--- src/rtl/vic_pkg.sv ---
package vic_pkg;
  localparam int unsigned WORD_W = 32;

  // Register word indices; software decodes these positions.
  typedef enum logic [1:0] {
    IDX_MASK   = 2'd0,
    IDX_RAW    = 2'd1,
    IDX_MASKED = 2'd2,
    IDX_NMI    = 2'd3
  } reg_idx_e;
endpackage

--- src/rtl/vic_line_capture.sv ---
module vic_line_capture #(
  parameter int unsigned N_SRC = 32,
  parameter int unsigned N_NMI = 2
) (
  input  logic             clk,
  input  logic             rst,
  input  logic [N_SRC-1:0] lines,
  output logic [N_SRC-1:0] raw_next,
  output logic [N_NMI-1:0] nmi_next,
  output logic [N_SRC-1:0] raw_q,
  output logic [N_NMI-1:0] nmi_q
);
  localparam int unsigned N_MASKABLE = N_SRC - N_NMI;

  // The top lines are diverted to the non-maskable path.
  for (genvar g = 0; g < N_SRC; g++) begin : g_route
    if (g < N_MASKABLE) begin : g_mask_line
      assign raw_next[g] = lines[g];
    end else begin : g_nmi_line
      assign raw_next[g]             = 1'b0;
      assign nmi_next[g-N_MASKABLE]  = lines[g];
    end
  end

  always_ff @(posedge clk) begin
    if (rst) begin
      raw_q <= '0;
      nmi_q <= '0;
    end else begin
      raw_q <= raw_next;
      nmi_q <= nmi_next;
    end
  end
endmodule

--- src/rtl/vic_mask_reg.sv ---
module vic_mask_reg #(
  parameter int unsigned W = 32
) (
  input  logic         clk,
  input  logic         rst,
  input  logic         wr_hit,
  input  logic [W-1:0] wr_data,
  output logic [W-1:0] mask_next,
  output logic [W-1:0] mask_q
);
  assign mask_next = wr_hit ? wr_data : mask_q;

  always_ff @(posedge clk) begin
    if (rst) mask_q <= '0;
    else     mask_q <= mask_next;
  end
endmodule

--- src/rtl/vic_vec_enc.sv ---
module vic_vec_enc #(
  parameter int unsigned N          = 32,
  parameter int unsigned VEC_W      = 8,
  parameter int unsigned SHARED_VEC = 'h30,
  parameter int unsigned BASE_VEC   = 'h31
) (
  input  logic [N-1:0]     pending,
  output logic             req,
  output logic [VEC_W-1:0] vec
);
  logic             any_set;
  logic             multi_set;
  logic [VEC_W-1:0] single_idx;

  assign any_set   = |pending;
  // Clearing the lowest set bit leaves something only if two or more were set.
  assign multi_set = |(pending & (pending - N'(1)));

  always_comb begin
    single_idx = '0;
    for (int i = 0; i < int'(N); i++) begin
      if (pending[i]) single_idx = VEC_W'(i);
    end
  end

  always_comb begin
    req = any_set;
    if (!any_set)       vec = '0;
    else if (multi_set) vec = VEC_W'(SHARED_VEC);
    else                vec = VEC_W'(BASE_VEC) + single_idx;
  end
endmodule

--- src/rtl/vic_nmi_top.sv ---
module vic_nmi_top #(
  parameter int unsigned N_SRC      = 32,
  parameter int unsigned N_NMI      = 2,
  parameter int unsigned ADDR_W     = 8,
  parameter int unsigned VEC_W      = 8,
  parameter int unsigned SHARED_VEC = 'h30,
  parameter int unsigned BASE_VEC   = 'h31
) (
  input  logic              clk,
  input  logic              rst,
  input  logic [N_SRC-1:0]  irq_lines,
  input  logic [ADDR_W-1:0] bus_addr,
  input  logic              bus_wr_en,
  input  logic [31:0]       bus_wr_data,
  output logic [31:0]       bus_rd_data,
  output logic              irq_req_o,
  output logic [VEC_W-1:0]  irq_vec_o,
  output logic              nmi_o
);
  import vic_pkg::*;

  localparam int unsigned IDX_W = ADDR_W - 2;

  logic [IDX_W-1:0] word_idx;
  logic [N_SRC-1:0] raw_next, raw_q, mask_next, mask_q, masked_next, masked_q;
  logic [N_NMI-1:0] nmi_next, nmi_q;
  logic             req_next;
  logic [VEC_W-1:0] vec_next;

  assign word_idx = bus_addr[ADDR_W-1:2];

  vic_line_capture #(.N_SRC(N_SRC), .N_NMI(N_NMI)) u_capture (
    .clk      (clk),
    .rst      (rst),
    .lines    (irq_lines),
    .raw_next (raw_next),
    .nmi_next (nmi_next),
    .raw_q    (raw_q),
    .nmi_q    (nmi_q)
  );

  vic_mask_reg #(.W(N_SRC)) u_mask (
    .clk       (clk),
    .rst       (rst),
    .wr_hit    (bus_wr_en && word_idx == IDX_W'(IDX_MASK)),
    .wr_data   (bus_wr_data[N_SRC-1:0]),
    .mask_next (mask_next),
    .mask_q    (mask_q)
  );

  assign masked_next = raw_next & mask_next;
  assign masked_q    = raw_q & mask_q;

  // The encoder looks at the next state so that the registered outputs
  // agree with the pending words stored at the same edge.
  vic_vec_enc #(
    .N(N_SRC), .VEC_W(VEC_W), .SHARED_VEC(SHARED_VEC), .BASE_VEC(BASE_VEC)
  ) u_enc (
    .pending (masked_next),
    .req     (req_next),
    .vec     (vec_next)
  );

  always_ff @(posedge clk) begin
    if (rst) begin
      irq_req_o <= 1'b0;
      irq_vec_o <= '0;
      nmi_o     <= 1'b0;
    end else begin
      irq_req_o <= req_next;
      irq_vec_o <= vec_next;
      nmi_o     <= |nmi_next;
    end
  end

  always_comb begin
    bus_rd_data = '0;
    if (word_idx == IDX_W'(IDX_MASK))        bus_rd_data = 32'(mask_q);
    else if (word_idx == IDX_W'(IDX_RAW))    bus_rd_data = 32'(raw_q);
    else if (word_idx == IDX_W'(IDX_MASKED)) bus_rd_data = 32'(masked_q);
    else if (word_idx == IDX_W'(IDX_NMI))    bus_rd_data = 32'(nmi_q);
  end
endmodule

--- config.mk ---
export PLATFORM = sky130hd
export DESIGN_NAME = vic_nmi_top
export DESIGN_NICKNAME = d
export VERILOG_FILES = /design/src/rtl/vic_pkg.sv /design/src/rtl/vic_line_capture.sv /design/src/rtl/vic_mask_reg.sv /design/src/rtl/vic_vec_enc.sv /design/src/rtl/vic_nmi_top.sv
export SDC_FILE = /design/constraint.sdc
export NUM_CORES = 1
export LEC_CHECK = 0
export BUFFER_PORTS_ARGS = -buffer_cell sky130_fd_sc_hd__buf_2
export CAP_MARGIN = 20
export CELL_PAD_IN_SITES_DETAIL_PLACEMENT = 0
export CELL_PAD_IN_SITES_GLOBAL_PLACEMENT = 1
export CORE_ASPECT_RATIO = 1.4
export CORE_MARGIN = 2
export CORE_UTILIZATION = 41
export CTS_CLUSTER_DIAMETER = 60
export DETAILED_ROUTE_END_ITERATION = 7
export PLACE_DENSITY_LB_ADDON = 0.25
export SYNTH_ARGS = -nofsm -noshare
export SYNTH_HDL_FRONTEND = slang
export SYNTH_SLANG_ARGS = --single-unit
--- constraint.sdc ---
create_clock -name clk -period 10.3 [get_ports clk]
set_clock_uncertainty 0.2 [all_clocks]
set_input_delay 2.06 -clock clk [delete_from_list [all_inputs] [get_ports clk]]
set_output_delay 2.06 -clock clk [all_outputs]
set_load 0.05 [all_outputs]
==> impl_metrics.tcl <==
set metrics [dict create \
    cts_tree "done" \
    vdd_drop_max_uv 78.58 \
    grt_overflow 0 \
    synthMostInstantiatedCell "nand2_1" \
    synth_compound_area_frac 0.2887 \
    coreArea_sq_mm 0.01029 \
    p_int_w 0.0005127 \
    synth_top_cell_area_share 0.3383 \
    track_usage 0.2515 \
    r2r_end "irq_vec_o[5]$_SDFF_PP0_" \
    yosysTopAreaCell "dfxtp_1" \
    grt_pass1_wl_um 22820 \
    fin_hold_ws_ps 254.3 \
    period_needed_ps 7156 \
    p_total_w 0.0006935 \
    netlist_area_sq_mm 0.004320 \
    hpwlAfterDp_um 10270 \
    hold_end "u_mask.mask_q[30]$_SDFFE_PP0N_" \
    critPathMaxFanout 19 \
    p_leak_nw 2.272 \
    start_util 0.4197 \
    io-pin-count 117 \
    synth_nets 655 \
    yosys_warnings 0 \
    fin_nets 753 \
    yosys.area_share.simple 0.2806 \
    vias_per_cell 5.770 \
    cts.htree.levels 3 \
    clockPowerShare 0.463 \
    status "completed" \
    synth_fa_ha_area_frac 0.005213 \
    io_buffer_count 113 \
    grt_pass1_vias 4575 \
    register_area_sq_mm 0.001461 \
    setup_viol 0 \
    drive_above_1_share 0.2317 \
    place.gp.congestion 0.9517 \
    synthArstFlopShare 0 \
    multi_input_area_sq_mm 0.002700 \
    holdCritPathClass "register to register" \
    switching_power_w 0.0001808 \
    cts_resized 0 \
    synth_xor_area_frac 0.002027 \
    rows 44 \
    timing_max_transition_violations_final 0 \
    worstHoldPathCells 2 \
    clk_path_buf_depth 2 \
    synth_mux_area_frac 0.04547 \
    p_comb_frac 0.112 \
    postSynthCellCount 579 \
    p_per_area_mw_per_mm2 131.3 \
    synth_seq_cells 73 \
    fp.dieArea_sq_mm 0.01139 \
    hold_buffers 0 \
    drt_first_pass_iters 4 \
    numCtsBuffers 9 \
    cp-end-kind "output port" \
    start_kind "primary input" \
    crit_type "primary input to output port" \
    required_ps 8040 \
    route.detailed.drc 0 \
    crit_arrival_ps 4900 \
    wire_per_inst_um 17.76 \
    grt_antenna_before_repair 0 \
    timing.rr.start "u_mask.mask_q[10]$_SDFF_PP0_" \
    synth_common_cells "98 x nand2_1, 73 x dfxtp_1, 72 x a21oi_1, 51 x nor2_1, 36 x nor2b_1" \
    reg2reg_slack_ps 6970 \
    cts_setup_buffers 0 \
    die_h_um 125.5 \
    clk_latency_ps 340 \
    via_count 4731 \
    tightest_slew_ps 730.7 \
    clk_pin_slew_ps 60 \
    fp.dieW_um 90.76 \
    synthDistinctLibCells 66 \
    grt_max_degree 66 \
    syn_to_final_growth_pct 22.30 \
    route.antenna.remaining_nets 0 \
    setup_tns_ps 0 \
    synth_seq_area_share 0.3383 \
    r2r_cells 9 \
    synth_top_family_by_area "compound AO/OA/AOI/OAI gates" \
    synth_area_per_cell_sq_um 7.462 \
    power_frac_seq 0.425 \
    routed_wl_um 14560 \
    relSlewSlack 0.5085 \
    cts.sinks 73 \
    synth_edf_count 0 \
    fillers 1075 \
    drtIter0Drc 318 \
    max-cap-violations 0 \
    max_freq_ghz 0.1397 \
    synthFlopType "dfxtp_1" \
    min_from "u_mask.mask_q[30]$_SDFFE_PP0N_" \
    p_sw_frac 0.2607 \
    post-route-period-util 0.6948 \
    fin_util 0.5132 \
    finalHoldViolCount 0 \
    root_buffer "clkbuf_16" \
    synth.area.top_cells "dfxtp_1 34%, nand2_1 8.5%, a21oi_1 8.3%" \
    rsz0062_at_grt "false" \
    diodes 0 \
]
[layer usage]
metal / global-route usage / vias to the layer above / share of wire / routed length, um
met5: 0 / - / 0 / 0
met2: 0.4394 / 159 / 0.49 / 7204
li1: - / 2286 / - / -
met4: 0.09593 / 0 / 0.027 / 391
met3: 0.04699 / 29 / 0.048 / 702
met1: 0.3044 / 2257 / 0.43 / 6264
[flip-flops by register name, indices dropped and copies added (netlist names)]
signal / count
u_mask.mask_q: 32
u_capture.raw_q: 30
irq_vec_o: 7
u_capture.nmi_q: 2
irq_req_o: 1
nmi_o: 1
[cell type report]
| class | instances | area share |
|---|---|---|
| Multi-Input combinational cell | 466 | 0.5110 |
| Sequential cell | 73 | 0.2766 |
| Timing Repair Buffer | 120 | 0.1170 |
| Clock buffer | 10 | 0.04523 |
| Tap cell | 138 | 0.03268 |
| Clock inverter | 6 | 0.01255 |
| Inverter | 7 | 0.004973 |
[kinds of logic after synthesis]
logic type,after synthesis
compound gates,197
xor+xnor,1
fa+ha+maj,2
buf+inv,40
flops,73
mux,19
other cells,1
simple gates,246
[how the worst max path moves through the flow]
stage                            endpoint  depth (start not counted)        start
final                     bus_rd_data[15]                          7  bus_addr[2]
after CTS                 bus_rd_data[15]                          7  bus_addr[2]
after global routing      bus_rd_data[15]                          7  bus_addr[2]
after floorplan           bus_rd_data[14]                          6  bus_addr[2]
after global placement    bus_rd_data[15]                          7  bus_addr[2]
after detailed placement  bus_rd_data[15]                          7  bus_addr[2]
[power by group through the flow]
stage / clock (W) / sequential [W] / combinational [W]
after global placement: 0 / 0.000300 / 0.0000764
final: 0.000321 / 0.000295 / 0.0000778
after global routing: 0.000338 / 0.000295 / 0.0000841
after CTS: 0.000327 / 0.000295 / 0.0000772
after detailed placement: 0 / 0.000301 / 0.0000769
after floorplan: 0 / 0.000305 / 0.0000378
[worst max-delay path, cell delays in order]
cell	delay, ps
buf_2	400
clkinv_1	720
nor2_2	770
buf_4	380
a21oi_1	130
nor2_1	140
buf_2	280
[cells in the final DEF (no fill, tap or decap), types with 2 or more instances in the layout]
| cell type | n |
|---|---|
| a211oi_1 | 4 |
| a21bo_2 | 3 |
| a21boi_0 | 7 |
| a21o_1 | 2 |
| a21oi_1 | 72 |
| a22o_1 | 7 |
| a22oi_1 | 9 |
| a31oi_1 | 12 |
| a41o_1 | 2 |
| and2_1 | 2 |
| and3_1 | 5 |
| buf_2 | 113 |
| buf_4 | 7 |
| clkbuf_16 | 9 |
| clkinv_2 | 2 |
| clkinv_4 | 2 |
| dfxtp_1 | 73 |
| inv_1 | 6 |
| mux2_2 | 5 |
| mux2i_1 | 14 |
| nand2_1 | 98 |
| nand2b_1 | 4 |
| nand3_1 | 14 |
| nand3b_1 | 2 |
| nand4_1 | 11 |
| nor2_1 | 50 |
| nor2b_1 | 36 |
| nor3_1 | 5 |
| o2111ai_1 | 3 |
| o211ai_1 | 20 |
| o21ai_0 | 27 |
| o21ai_1 | 4 |
| o21ba_2 | 2 |
| o21bai_1 | 3 |
| o22ai_1 | 4 |
| o31ai_1 | 4 |
| or2_2 | 3 |
| or3_1 | 2 |
[metrics by stage]
stage / cells / setup slack [ps] / area (sq um)
4_1_cts: 820 / 3132 / 5284
6_report: 820 / 3144 / 5284
2_1_floorplan: 579 / 4045 / 4320
3_3_place_gp: 804 / 3104 / 4979
3_5_place_dp: 804 / 3131 / 4979
5_1_grt: 820 / 2986 / 5284
Power figures use the tool's default switching activity.
